`config.mk`:
```
export PLATFORM = sky130hd
export DESIGN_NAME = cascade_timer
export DESIGN_NICKNAME = d
export VERILOG_FILES = /design/src/rtl/ctmr_pkg.sv /design/src/rtl/ctmr_divider.sv /design/src/rtl/ctmr_channel.sv /design/src/rtl/cascade_timer.sv
export SDC_FILE = /design/constraint.sdc
export NUM_CORES = 1
export LEC_CHECK = 0
export ABC_AREA = 1
export BUFFER_PORTS_ARGS = -buffer_cell sky130_fd_sc_hd__buf_2
export CAP_MARGIN = 20
export CORE_AREA = 2 2 139 127
export DETAILED_ROUTE_END_ITERATION = 12
export DIE_AREA = 0 0 141 129
export GPL_TIMING_DRIVEN = 0
export PLACE_DENSITY_LB_ADDON = 0.2
export SETUP_SLACK_MARGIN = 0.05
export SYNTH_ARGS = -nofsm -noshare
export SYNTH_HDL_FRONTEND = slang
export SYNTH_SLANG_ARGS = --single-unit
```
`constraint.sdc`:
```
create_clock -name clk -period 2.4 [get_ports clk]
set_clock_uncertainty 0.2 [all_clocks]
set_input_delay 0.36 -clock clk [delete_from_list [all_inputs] [get_ports clk]]
set_output_delay 0.36 -clock clk [all_outputs]
set_load 0.01 [all_outputs]
```
`src/rtl/ctmr_pkg.sv`:
```
package ctmr_pkg;

    localparam int CNT_W  = 8;
    localparam int NCH    = 3;
    localparam int DIV_W  = 8;
    localparam int NSEL   = 4;
    localparam int ADDR_W = 5;
    localparam int NIB_W  = 4;

    // register addresses
    localparam int A_CTL0  = 0;
    localparam int A_MODE  = 3;
    localparam int A_OSEL  = 4;
    localparam int A_FLAG  = 5;
    localparam int A_RLD0L = 6;
    localparam int A_C0L   = 12;
    localparam int A_C0H   = 13;
    localparam int A_C1L   = 14;
    localparam int A_C1H   = 15;
    localparam int A_C2L   = 16;
    localparam int A_C2H   = 17;

    typedef logic [1:0] psel_t;

    typedef struct packed {
        psel_t sel;
        logic  run_req;
    } chctl_t;

    typedef struct packed {
        logic oen;
        logic evpol;
        logic evmode;
        logic chain;
    } mode_t;

    // number of low divider bits that must all be 1 for a selection code
    function automatic int tap_bits(input int code);
        case (code)
            0:       return 8;
            1:       return 5;
            2:       return 2;
            default: return 0;
        endcase
    endfunction

endpackage

```
`src/rtl/ctmr_divider.sv`:
```
module ctmr_divider
    import ctmr_pkg::*;
#(
    parameter int W = DIV_W
) (
    input  logic            clk,
    input  logic            rst_n,
    output logic [NSEL-1:0] tick_o
);

    logic [W-1:0] div_d, div_q;

    always_comb begin
        div_d = div_q + 1'b1;
    end

    always_ff @(posedge clk or negedge rst_n) begin
        if (!rst_n) div_q <= '0;
        else        div_q <= div_d;
    end

    for (genvar s = 0; s < NSEL; s++) begin : g_tap
        localparam int TB = tap_bits(s);
        if (TB == 0) begin : g_every
            assign tick_o[s] = 1'b1;
        end else begin : g_and
            assign tick_o[s] = &div_q[TB-1:0];
        end
    end


    div_wrap_chk: assert property (@(posedge clk) disable iff (!rst_n)
        tick_o[0] |=> (div_q == '0));

endmodule

```
`src/rtl/ctmr_channel.sv`:
```
module ctmr_channel
    import ctmr_pkg::*;
#(
    parameter int W = CNT_W
) (
    input  logic         clk,
    input  logic         rst_n,
    input  logic         tick_i,
    input  logic         run_req_i,
    input  logic         force_run_i,
    input  logic         load_i,
    input  logic [W-1:0] reload_i,
    output logic [W-1:0] cnt_o,
    output logic         uf_o
);

    typedef struct packed {
        logic [W-1:0] cnt;
        logic         run;
    } ch_st_t;

    ch_st_t st_d, st_q;
    logic   eff_run;

    assign eff_run = st_q.run | force_run_i;
    assign uf_o    = tick_i & eff_run & (st_q.cnt == '0) & ~load_i;
    assign cnt_o   = st_q.cnt;

    always_comb begin
        st_d = st_q;
        if (tick_i) st_d.run = run_req_i;
        if (load_i) begin
            st_d.cnt = reload_i;
        end else if (tick_i && eff_run) begin
            if (st_q.cnt == '0) st_d.cnt = reload_i;
            else                st_d.cnt = st_q.cnt - 1'b1;
        end
    end

    always_ff @(posedge clk or negedge rst_n) begin
        if (!rst_n) st_q <= '0;
        else        st_q <= st_d;
    end


    uf_reload_chk: assert property (@(posedge clk) disable iff (!rst_n)
        uf_o |=> (st_q.cnt == $past(reload_i)));


    load_chk: assert property (@(posedge clk) disable iff (!rst_n)
        load_i |=> (st_q.cnt == $past(reload_i)));


    hold_chk: assert property (@(posedge clk) disable iff (!rst_n)
        (!(tick_i && eff_run) && !load_i) |=> $stable(st_q.cnt));


    run_latch_chk: assert property (@(posedge clk) disable iff (!rst_n)
        !tick_i |=> $stable(st_q.run));

endmodule

```
`src/rtl/cascade_timer.sv`:
```
module cascade_timer
    import ctmr_pkg::*;
(
    input  logic              clk,
    input  logic              rst_n,
    input  logic [ADDR_W-1:0] bus_addr,
    input  logic              bus_wr,
    input  logic              bus_rd,
    input  logic [NIB_W-1:0]  bus_wdata,
    output logic [NIB_W-1:0]  bus_rdata,
    input  logic              event_in,
    output logic [NCH-1:0]    irq_flag,
    output logic              tmr_out,
    output logic              ser_shift_tick
);

    typedef struct packed {
        chctl_t [NCH-1:0]            ctl;
        mode_t                       mode;
        logic [1:0]                  osel;
        logic [NCH-1:0][CNT_W-1:0]   rld;
        logic [NCH-1:0]              flags;
        logic                        tout;
        logic [2*CNT_W-1:0]          shadow;
        logic [2:0]                  ev;
    } top_st_t;

    top_st_t st_d, st_q;

    logic [NSEL-1:0]  ptick;
    logic             tick0, tick1, tick2;
    logic             uf0, uf1, uf2;
    logic             load0, load1, load2;
    logic [CNT_W-1:0] cnt0, cnt1, cnt2;
    logic [NCH-1:0]   uf_vec;
    logic             ev_edge;
    logic             src_uf;
    logic             rd_c0l;

    ctmr_divider u_div (
        .clk    (clk),
        .rst_n  (rst_n),
        .tick_o (ptick)
    );

    assign load0 = bus_wr && (bus_addr == ADDR_W'(A_CTL0))     && bus_wdata[1];
    assign load1 = bus_wr && (bus_addr == ADDR_W'(A_CTL0 + 1)) && bus_wdata[1];
    assign load2 = bus_wr && (bus_addr == ADDR_W'(A_CTL0 + 2)) && bus_wdata[1];

    assign ev_edge = st_q.mode.evpol ? (st_q.ev[1] & ~st_q.ev[2])
                                     : (~st_q.ev[1] & st_q.ev[2]);

    assign tick0 = st_q.mode.evmode ? ev_edge : ptick[st_q.ctl[0].sel];
    assign tick1 = st_q.mode.chain  ? uf0     : ptick[st_q.ctl[1].sel];
    assign tick2 = ptick[st_q.ctl[2].sel];

    ctmr_channel u_ch0 (
        .clk         (clk),
        .rst_n       (rst_n),
        .tick_i      (tick0),
        .run_req_i   (st_q.ctl[0].run_req),
        .force_run_i (1'b0),
        .load_i      (load0),
        .reload_i    (st_q.rld[0]),
        .cnt_o       (cnt0),
        .uf_o        (uf0)
    );

    ctmr_channel u_ch1 (
        .clk         (clk),
        .rst_n       (rst_n),
        .tick_i      (tick1),
        .run_req_i   (st_q.ctl[1].run_req),
        .force_run_i (st_q.mode.chain),
        .load_i      (load1),
        .reload_i    (st_q.rld[1]),
        .cnt_o       (cnt1),
        .uf_o        (uf1)
    );

    ctmr_channel u_ch2 (
        .clk         (clk),
        .rst_n       (rst_n),
        .tick_i      (tick2),
        .run_req_i   (st_q.ctl[2].run_req),
        .force_run_i (1'b0),
        .load_i      (load2),
        .reload_i    (st_q.rld[2]),
        .cnt_o       (cnt2),
        .uf_o        (uf2)
    );

    assign uf_vec = {uf2, uf1, uf0};
    assign rd_c0l = bus_rd && (bus_addr == ADDR_W'(A_C0L));

    always_comb begin
        case (st_q.osel)
            2'd0:    src_uf = uf0;
            2'd1:    src_uf = uf1;
            2'd2:    src_uf = uf2;
            default: src_uf = 1'b0;
        endcase
    end

    // next-state
    always_comb begin
        logic [NCH-1:0] clr;
        st_d = st_q;
        clr  = '0;
        if (bus_wr) begin
            for (int i = 0; i < NCH; i++) begin
                if (bus_addr == ADDR_W'(A_CTL0 + i)) begin
                    st_d.ctl[i].run_req = bus_wdata[0];
                    st_d.ctl[i].sel     = bus_wdata[3:2];
                end
                if (bus_addr == ADDR_W'(A_RLD0L + 2*i))
                    st_d.rld[i][NIB_W-1:0] = bus_wdata;
                if (bus_addr == ADDR_W'(A_RLD0L + 2*i + 1))
                    st_d.rld[i][CNT_W-1:NIB_W] = bus_wdata;
            end
            if (bus_addr == ADDR_W'(A_MODE)) st_d.mode = mode_t'(bus_wdata);
            if (bus_addr == ADDR_W'(A_OSEL)) st_d.osel = bus_wdata[1:0];
            if (bus_addr == ADDR_W'(A_FLAG)) clr = bus_wdata[NCH-1:0];
        end
        st_d.flags = (st_q.flags & ~clr) | uf_vec;
        if (!st_q.mode.oen)  st_d.tout = 1'b0;
        else if (src_uf)     st_d.tout = ~st_q.tout;
        if (rd_c0l) st_d.shadow = {cnt1, cnt0};
        st_d.ev = {st_q.ev[1], st_q.ev[0], event_in};
    end

    always_ff @(posedge clk or negedge rst_n) begin
        if (!rst_n) st_q <= '0;
        else        st_q <= st_d;
    end

    // read mux
    always_comb begin
        bus_rdata = '0;
        for (int i = 0; i < NCH; i++) begin
            if (bus_addr == ADDR_W'(A_CTL0 + i))
                bus_rdata = {st_q.ctl[i].sel, 1'b0, st_q.ctl[i].run_req};
            if (bus_addr == ADDR_W'(A_RLD0L + 2*i))
                bus_rdata = st_q.rld[i][NIB_W-1:0];
            if (bus_addr == ADDR_W'(A_RLD0L + 2*i + 1))
                bus_rdata = st_q.rld[i][CNT_W-1:NIB_W];
        end
        case (bus_addr)
            ADDR_W'(A_MODE): bus_rdata = st_q.mode;
            ADDR_W'(A_OSEL): bus_rdata = {2'b00, st_q.osel};
            ADDR_W'(A_FLAG): bus_rdata = {1'b0, st_q.flags};
            ADDR_W'(A_C0L):  bus_rdata = cnt0[NIB_W-1:0];
            ADDR_W'(A_C0H):  bus_rdata = st_q.shadow[7:4];
            ADDR_W'(A_C1L):  bus_rdata = st_q.shadow[11:8];
            ADDR_W'(A_C1H):  bus_rdata = st_q.shadow[15:12];
            ADDR_W'(A_C2L):  bus_rdata = cnt2[NIB_W-1:0];
            ADDR_W'(A_C2H):  bus_rdata = cnt2[CNT_W-1:NIB_W];
            default: ;
        endcase
    end

    assign irq_flag       = st_q.flags;
    assign tmr_out        = st_q.tout;
    assign ser_shift_tick = uf2;


    tout_off_chk: assert property (@(posedge clk) disable iff (!rst_n)
        !st_q.mode.oen |=> !tmr_out);


    flag_set_chk: assert property (@(posedge clk) disable iff (!rst_n)
        (uf_vec != '0) |=> ((irq_flag & $past(uf_vec)) == $past(uf_vec)));


    chain_hold_chk: assert property (@(posedge clk) disable iff (!rst_n)
        (st_q.mode.chain && !uf0 && !load1) |=> $stable(cnt1));


    event_hold_chk: assert property (@(posedge clk) disable iff (!rst_n)
        (st_q.mode.evmode && !ev_edge && !load0) |=> $stable(cnt0));


    shadow_hold_chk: assert property (@(posedge clk) disable iff (!rst_n)
        !rd_c0l |=> $stable(st_q.shadow));

endmodule

```
==> flow_summary.yaml <==
timing:
  slew_violations: 0
  hold-worst-slack_ns: 0.04183
  relSlewSlack_pct: 57.56
  worst_pin_slew_ns: 0.6366
  fmax_ghz: 0.4349
  setup_viol: 0
  rsz0062_at_grt: "yes"
  finalCritPeriodShare_pct: 95.80
  timing_hold_violations_final: 0
  period_needed_ns: 2.299
  timing.setup.tns_ns: 0
yosys:
  syn-num-nets: 624
  yosysSeqAreaShare_pct: 46.93
  ys_warn_count: 0
  synth_area_um2: 4959
  syn_area_per_cell_um2: 8.237
  synth.ff_latch_count: 93
  postSynthCellCount: 602
  yosysUniqueCellTypes: 39
cts:
  clk_path_buf_depth: 2
  cts_sinks: 93
  cts_tree: "yes"
  htree_levels: 3
  clockRootBuffer: "clkbuf_16"
  clkSlewWorstSetupHoldPaths_ns: 0.07
  cts_buffers: 9
  clock_latency_ns: 0.34
critical_path:
  required_ns: 1.84
  crit_path_max_fanout: 4
  arrival_ns: 1.74
  worst-setup-path-type: "input port to output pin"
  start_kind: "input port"
  end_kind: "output pin"
placement:
  hpwl_mm: 10.44
  routabilityCongestion: 0.8898
  port_buffers: 22
flow_run:
  cap_violations: 0
pwr:
  ir_worst_vdd_uv: 396.0
  leakage_nw: 2.771
  power.density_nw_per_um2: 854.5
layout:
  final_util_pct: 35.94
  diodes: 0
  area_growth_pct: 21.20
  drive_gt1_share_pct: 20.33
  finalNetCount: 677
detailed_routing:
  drc_errors: 0
  drtPass1Iterations: 5
  drt-total-wl_mm: 14.01
  top_layer_used: "met4"
  drt-wirelength-per-cell_um: 16.11
  wl_met1_mm: 6.892
  viasPerCell: 4.978
  vias: 4331
  dr_wl_met3_um: 688
  drt.antenna.violating_nets: 0
  drtIter0Drc: 335
  wl_met2_mm: 6.294
worst_hold_path:
  min_path_type: "input port to register"
floorplanning:
  fp.dieW_um: 141
  dieArea_um2: 18190
  fp.coreArea_um2: 16720
  rows: 45
  start_util_pct: 29.65
  ios: 23
  die_y_um: 129
global_routing:
  grt_pass1_wl_mm: 22.81
  grt_max_degree: 54
  antenna_found_initial: 0
  first_global_vias: 4220
  gr-usage-all-layers_pct: 16.15
  grt-ovfl-total: 0
status:
  run_status: "finished, final reports clean"
==> flip-flops by register name, indices dropped and copies added, names as in the netlist <==
signal / cells
st_q: 52
u_ch0.cnt_o: 8
u_ch1.cnt_o: 8
u_ch2.cnt_o: 8
u_div.div_q: 8
irq_flag: 3
st_d: 2
tmr_out: 1
u_ch0.st_q: 1
u_ch1.st_q: 1
u_ch2.st_q: 1
==> per-layer routing <==
| layer | track usage (%) | vias up |
|---|---|---|
| met5 | 0 | - |
| met4 | 3.647 | 0 |
| met3 | 3.201 | 12 |
| met2 | 25.31 | 91 |
| met1 | 23.24 | 2107 |
| li1 | - | 2121 |
==> cells in the mapped netlist (all sizes together) <==
cell	instances	share of area, %
ha	8	2.0
nand3b	1	0.15
nand4	13	1.9
mux2	2	0.45
inv	57	4.3
a211oi	2	0.30
o211ai	9	1.4
nor3b	1	0.25
xor2	13	2.3
a22o	1	0.18
dfrtp	93	47
buf	8	1.4
nand2	178	14
o2bb2ai	1	0.18
o2111ai	4	0.71
nor2	45	4.8
nand3	32	3.9
nor3	7	0.81
a221oi	1	0.18
or2	1	0.13
o31ai	4	0.61
xnor2	4	0.71
a31oi	8	1.0
clkbuf	4	0.30
o21ai	86	8.8
a21oi	19	1.9
==> final timing paths <==
check | to | cells past startpoint | start | slack [ns]
max reg2reg | u_ch2.cnt_o[4]$_DFFE_PN0P_ | 13 | u_div.div_q[0]$_DFF_PN0_ | 0.16
min in group asynchronous | u_ch2.cnt_o[4]$_DFFE_PN0P_ | 2 | rst_n | 0.35
max in group asynchronous | u_ch0.cnt_o[3]$_DFFE_PN0P_ | 3 | rst_n | 0.98
min reg2reg | st_d[2]$_DFF_PN0_ | 0 | st_d[1]$_DFF_PN0_ | 0.15
max | bus_rdata[2] | 10 | bus_addr[1] | 0.10
min | st_q[54]$_DFFE_PN0N_ | 3 | bus_wdata[2] | 0.04
==> layout make-up <==
class                      count  area, µm²
buffer                        12      83.83
clock buffer                   9      225.2
clock inverter                 6      65.06
fill                        1740      10710
inverter                      57      224.0
multi-input combinational    440       2515
sequential                    93       2330
tap                          211      264.0
timing repair buffer          42      302.8
==> critical path, cell delays in order <==
cell      delay [ns]
buf_4           0.15
inv_4           0.06
nand2_4         0.09
nor2_4          0.06
buf_4           0.13
nand2_1         0.11
o211ai_1        0.11
a211oi_1        0.29
nand3_1         0.19
buf_2           0.18
==> cell families (layout without fill, tap and decap cells) <==
family	count (synthesis)	in the layout	share of synthesized area [%]
DFF	93	93	46.93
adders and majority gates	8	8	2.019
muxes	2	2	0.4542
and+or+nand+nor	278	278	26.32
xor gates and xnor gates	17	17	3.003
buffers and inverters	69	126	6.005
AOI/OAI and AO/OA	135	135	15.27
==> cells in the final DEF (no fill, tap or decap), drive strengths merged <==
cell and n:
dlygate4sd3 2, nor2 45, dfrtp 93, nor3b 1, xnor2 4, clkinvlp 4
inv 57, nand3b 1, o31ai 4, nand2 178, nand3 32, bufinv 1
a221oi 1, o21ai 86, nand4 13, nor3 7, ha 8, or2 1
o211ai 9, clkbuf 13, a31oi 8, o2111ai 4, xor2 13, clkinv 1
o2bb2ai 1, a21oi 19, a22o 1, mux2 2, buf 48, a211oi 2
==> per-stage QoR <==
step | cells | cell area (µm²) | power [mW] | setup WS [ns]
2_1_floorplan | 602 | 4959 | 3.233 | 0.2975
3_3_place_gp | 835 | 5333 | 3.639 | -0.2093
3_5_place_dp | 836 | 5363 | 3.674 | -0.09928
4_1_cts | 859 | 5791 | 5.113 | 0.02292
5_1_grt | 870 | 6010 | 5.498 | -0.0007530
6_report | 870 | 6010 | 5.135 | 0.1008
==> power by group <==
part / internal [mW] / switching, mW / leakage, nW / total [mW]
Sequential: 1.95 / 0.370 / 1.16 / 2.32
Clock: 0.800 / 0.616 / 0.130 / 1.42
Combinational: 0.562 / 0.840 / 1.48 / 1.40
==> repair_timing <==
item / 4_1_cts / 5_1_grt
gates resized for setup: 18 / 36
hold endpoints to repair: 41 / 0
pin swaps: 5 / 19
buffers inserted: 6 / 11
endpoints found under the setup margin: 13 / 11
hold buffers: 2 / 0
(Power assumes the default switching activity.)
